**config.mk**
```make
export PLATFORM = sky130hd
export DESIGN_NAME = phase_pad_guard
export DESIGN_NICKNAME = d
export VERILOG_FILES = /design/src/rtl/phase_pad_guard.sv
export SDC_FILE = /design/constraint.sdc
export NUM_CORES = 1
export LEC_CHECK = 0
export BUFFER_PORTS_ARGS = -buffer_cell sky130_fd_sc_hd__buf_2
export CORE_AREA = 2 2 39 41
export DETAILED_ROUTE_END_ITERATION = 7
export DIE_AREA = 0 0 41 43
export PLACE_DENSITY = 0.77
export SETUP_SLACK_MARGIN = 0.05
export SKIP_CTS_REPAIR_TIMING = 1
export SLEW_MARGIN = 20
export SYNTH_ARGS = -nofsm -noshare
export SYNTH_HDL_FRONTEND = slang
export SYNTH_SLANG_ARGS = --single-unit
```
**constraint.sdc**
```tcl
create_clock -name clk -period 1.45 [get_ports clk]
set_input_delay 0.145 -clock clk [delete_from_list [all_inputs] [get_ports clk]]
set_output_delay 0.145 -clock clk [all_outputs]
set_load 0.01 [all_outputs]
```
**src/rtl/phase_pad_guard.sv**
```systemverilog
module phase_pad_guard #(
  parameter int PHASES      = 3,
  parameter int SYNC_STAGES = 2,
  localparam int PINS       = 2 * PHASES
) (
  input  logic              clk,
  input  logic              rst_n,
  input  logic [PHASES-1:0] drv_pos,
  input  logic [PHASES-1:0] drv_neg,
  input  logic              pos_act_hi,
  input  logic              neg_act_hi,
  input  logic [PINS-1:0]   hold_en,
  input  logic [PINS-1:0]   hold_lvl,
  input  logic              guard_block,
  input  logic              func_en,
  input  logic              out_en,
  input  logic              estop_n,
  input  logic              cutoff_clr,
  input  logic              flag_clr,
  output logic [PINS-1:0]   pad_out,
  output logic [PINS-1:0]   pad_oe,
  output logic              overlap_flag,
  output logic              cutoff_latched
);

  logic [SYNC_STAGES-1:0] sync_q;
  logic                   estop_s;
  logic [PHASES-1:0]      both;
  logic [PINS-1:0]        pad_d;
  logic                   armed;

  assign estop_s = sync_q[SYNC_STAGES-1];
  assign armed   = func_en & out_en;
  assign both    = drv_pos & drv_neg;

  generate
    if (SYNC_STAGES == 1) begin : g_sync1
      always_ff @(posedge clk or negedge rst_n)
        if (!rst_n) sync_q <= '1;
        else        sync_q <= estop_n;
    end else begin : g_syncn
      always_ff @(posedge clk or negedge rst_n)
        if (!rst_n) sync_q <= '1;
        else        sync_q <= {sync_q[SYNC_STAGES-2:0], estop_n};
    end
  endgenerate

  for (genvar i = 0; i < PHASES; i++) begin : g_ph
    logic kill, ep, en;
    assign kill = guard_block & both[i];
    assign ep   = drv_pos[i] & ~kill;
    assign en   = drv_neg[i] & ~kill;
    assign pad_d[i]        = hold_en[i]        ? hold_lvl[i]
                                               : (ep ? pos_act_hi : ~pos_act_hi);
    assign pad_d[i+PHASES] = hold_en[i+PHASES] ? hold_lvl[i+PHASES]
                                               : (en ? neg_act_hi : ~neg_act_hi);


    block_excl_chk: assert property (@(posedge clk) disable iff (!rst_n)
      ($past(rst_n) && $past(guard_block) && $past(both[i]) && !$past(hold_en[i]))
      |-> (pad_out[i] == ~$past(pos_act_hi)));
  end

  always_ff @(posedge clk or negedge rst_n) begin
    if (!rst_n) begin
      pad_out        <= '0;
      overlap_flag   <= 1'b0;
      cutoff_latched <= 1'b0;
    end else begin
      pad_out      <= pad_d;
      overlap_flag <= (overlap_flag & ~flag_clr) | (|both);
      if (armed && !estop_s)          cutoff_latched <= 1'b1;
      else if (cutoff_clr && estop_s) cutoff_latched <= 1'b0;
    end
  end

  assign pad_oe = {PINS{out_en & ~cutoff_latched}};


  flag_sticky_chk: assert property (@(posedge clk) disable iff (!rst_n)
    (overlap_flag && !flag_clr) |=> overlap_flag);


  cut_oe_chk: assert property (@(posedge clk) disable iff (!rst_n)
    cutoff_latched |-> (pad_oe == '0));


  arm_chk: assert property (@(posedge clk) disable iff (!rst_n)
    (!cutoff_latched && !(func_en && out_en)) |=> !cutoff_latched);


  cut_hold_chk: assert property (@(posedge clk) disable iff (!rst_n)
    (cutoff_latched && !cutoff_clr) |=> cutoff_latched);

endmodule

```
==> impl_metrics.yaml <==
status:
  run_status: "finished, final reports clean"
min_path:
  hp-class: "primary input to register"
clock_tree:
  numCtsBuffers: 3
  tritoncts: "done"
  htreeDepth: 1
  cts_sinks: 10
  clock_latency_ps: 260
  root_buffer: "clkbuf_4"
  cts_buffer_depth: 2
  clkTransAtPathRegs_ps: 60
timing:
  slew_viol_final: 0
  worstMarginPinSlew_ps: 312
  max_slew_margin: 0.790
  fin_skew_ps: 0.118
  hold_violations: 0
  setup_viol: 0
  finalCritPeriodShare: 0.851
  final.min_clock_period_ps: 1230
  fmax_ghz: 0.811
  finalSetupTns_ps: 0
  rsz0062_at_grt: "false"
drt:
  wl_per_cell_um: 9.34
  drt.antenna.violating_nets: 0
  viasPerCell: 4.52
  firstDrtPassIters: 2
  dr.first_iter.drc_count: 4
  routed_wl_um: 981
  route.detailed.drc: 0
  vias: 475
layout:
  synthToLayoutAreaGrowth_pct: 50.4
  utilization: 0.526
  nets: 118
  regArea_um2: 253
  fill_cells: 141
  multi_input_area_um2: 186
  final_layout_size_suffix_gt1_frac: 0.528
  antennaDiodeCount: 0
  design_area_um2: 728
power:
  p_sw_frac: 0.252
  intPower_mw: 0.538
  cellLeakagePower_nw: 0.399
  p_switching_mw: 0.181
  clock_power_share: 0.342
  pwr-share-seq: 0.438
  vdd_drop_max_mv: 0.494
  p_comb_frac: 0.220
  p_per_area_nw_per_um2: 987
floorplan:
  dieHeight_um: 43
  start_util: 0.350
  die_x_um: 41
  dieArea_um2: 1760
  rows: 14
  io_pins: 42
  core-area_um2: 1380
setup_path:
  start_kind: "register"
  arrival_ps: 1090
  required_ps: 1310
  crit_type: "register to output pin"
  crit_fanout: 6
  cp-end-kind: "output pin"
synthesis:
  synth_area_per_cell_um2: 10.3
  syn_nets: 75
  yosysWarnings: 0
  syn_inst: 47
  ys_types: 12
  synth_seq_cells: 10
  syn-cell-area_um2: 484
  synth-seq-area-share: 0.522
global_routing:
  grt_pass1_vias: 385
  grt_pass1_wl_um: 1440
  grt_antenna_before_repair: 0
  grt_max_degree: 11
  grt_remaining_overflow: 0
  grtUsageTotal: 0.126
placed_design:
  gp_routability_congestion: 0.605
  placed_area_um2: 672
  io_buffers: 41
  dpl.hpwl_um: 843
run:
  drv_cap: 0
[worst paths after layout]
check / slack (ps) / cells after the start / start / to
min in group asynchronous: 270 / 2 / rst_n / pad_out[5]
worst max-delay path: 220 / 2 / cutoff_latched / pad_oe[1]
max in group asynchronous: 930 / 2 / rst_n / sync_q[1]
worst max register to register: 560 / 3 / overlap_flag / overlap_flag
worst min register to register: 360 / 0 / sync_q[0] / sync_q[1]
worst min-delay path: 70 / 2 / cutoff_clr / cutoff_latched
[area by class of cell]
type                    instances  share of cell area
clock buffers                   4              0.0498
inverters                       2              0.0103
multi-input cells              30               0.256
flip-flops and latches         10               0.347
well taps                      16              0.0275
repair buffers                 43               0.309
[Yosys cell counts (all sizes together)]
| master | n | area, um^2 |
|---|---|---|
| o21ai | 7 | 35.0 |
| a21oi | 1 | 5.00 |
| nand2 | 7 | 26.3 |
| dfrtp | 8 | 200 |
| a221o | 1 | 10.0 |
| dfstp | 2 | 52.6 |
| inv | 2 | 7.51 |
| a21boi | 6 | 45.0 |
| o22ai | 1 | 6.26 |
| buf | 5 | 37.5 |
| nor2b | 1 | 6.26 |
| xor2 | 6 | 52.6 |
[critical path, cell delays in order (launching register included)]
cell	delay, ps
dfrtp_1	400
nor2b_1	240
buf_2	190
[logic make-up (layout without fill, tap and decap cells)]
| family | count (synthesis) | count (layout) | share of synthesized area |
|---|---|---|---|
| flops | 10 | 10 | 0.522 |
| xor+xnor | 6 | 6 | 0.109 |
| buf+inv | 7 | 49 | 0.0930 |
| simple gates | 8 | 8 | 0.0672 |
| compound gates | 16 | 16 | 0.209 |
[cell usage in the layout, fill, tap and decap left out]
cell | netlist | routed
dfrtp_1 | 8 | 8
clkbuf_4 | 0 | 3
dfstp_2 | 2 | 2
xor2_1 | 6 | 6
o21ai_0 | 7 | 7
inv_1 | 2 | 2
clkbuf_8 | 0 | 1
nand2_1 | 7 | 7
nor2b_1 | 1 | 1
a221o_1 | 1 | 1
dlygate4sd3_1 | 0 | 2
a21oi_1 | 1 | 1
a21boi_0 | 6 | 6
o22ai_1 | 1 | 1
buf_2 | 0 | 41
[registers in the layout, summed over array words and instances, names as in the netlist]
signal          cells
pad_out             6
sync_q              2
cutoff_latched      1
overlap_flag        1
[stage by stage]
step / power (mW) / hold WS [ps] / std cells / setup slack (ps)
5_1_grt: 0.768 / 54.1 / 105 / 59.8
6_report: 0.719 / 74.0 / 105 / 217
4_1_cts: 0.730 / -281 / 103 / 183
2_1_floorplan: 0.403 / -151 / 47 / 323
3_5_place_dp: 0.476 / 9.49 / 99 / 477
3_3_place_gp: 0.472 / 10.9 / 99 / 515
[per-layer routing]
| layer | vias to the layer above | global-route usage | wire, um |
|---|---|---|---|
| li1 | 240 | - | - |
| met1 | 202 | 0.131 | 328 |
| met3 | 0 | 0.0681 | 164 |
| met2 | 33 | 0.197 | 488 |
| met4 | 0 | 0.0600 | 0 |
| met5 | - | 0 | 0 |
[power by group through the flow]
stage / logic, mW / clock network, mW / registers (mW)
final: 0.158 / 0.246 / 0.315
after detailed placement: 0.156 / 0 / 0.321
after floorplan: 0.0689 / 0 / 0.334
after global placement: 0.153 / 0 / 0.320
after global routing: 0.180 / 0.271 / 0.317
after CTS: 0.156 / 0.258 / 0.315
(Power assumes the default switching activity.)
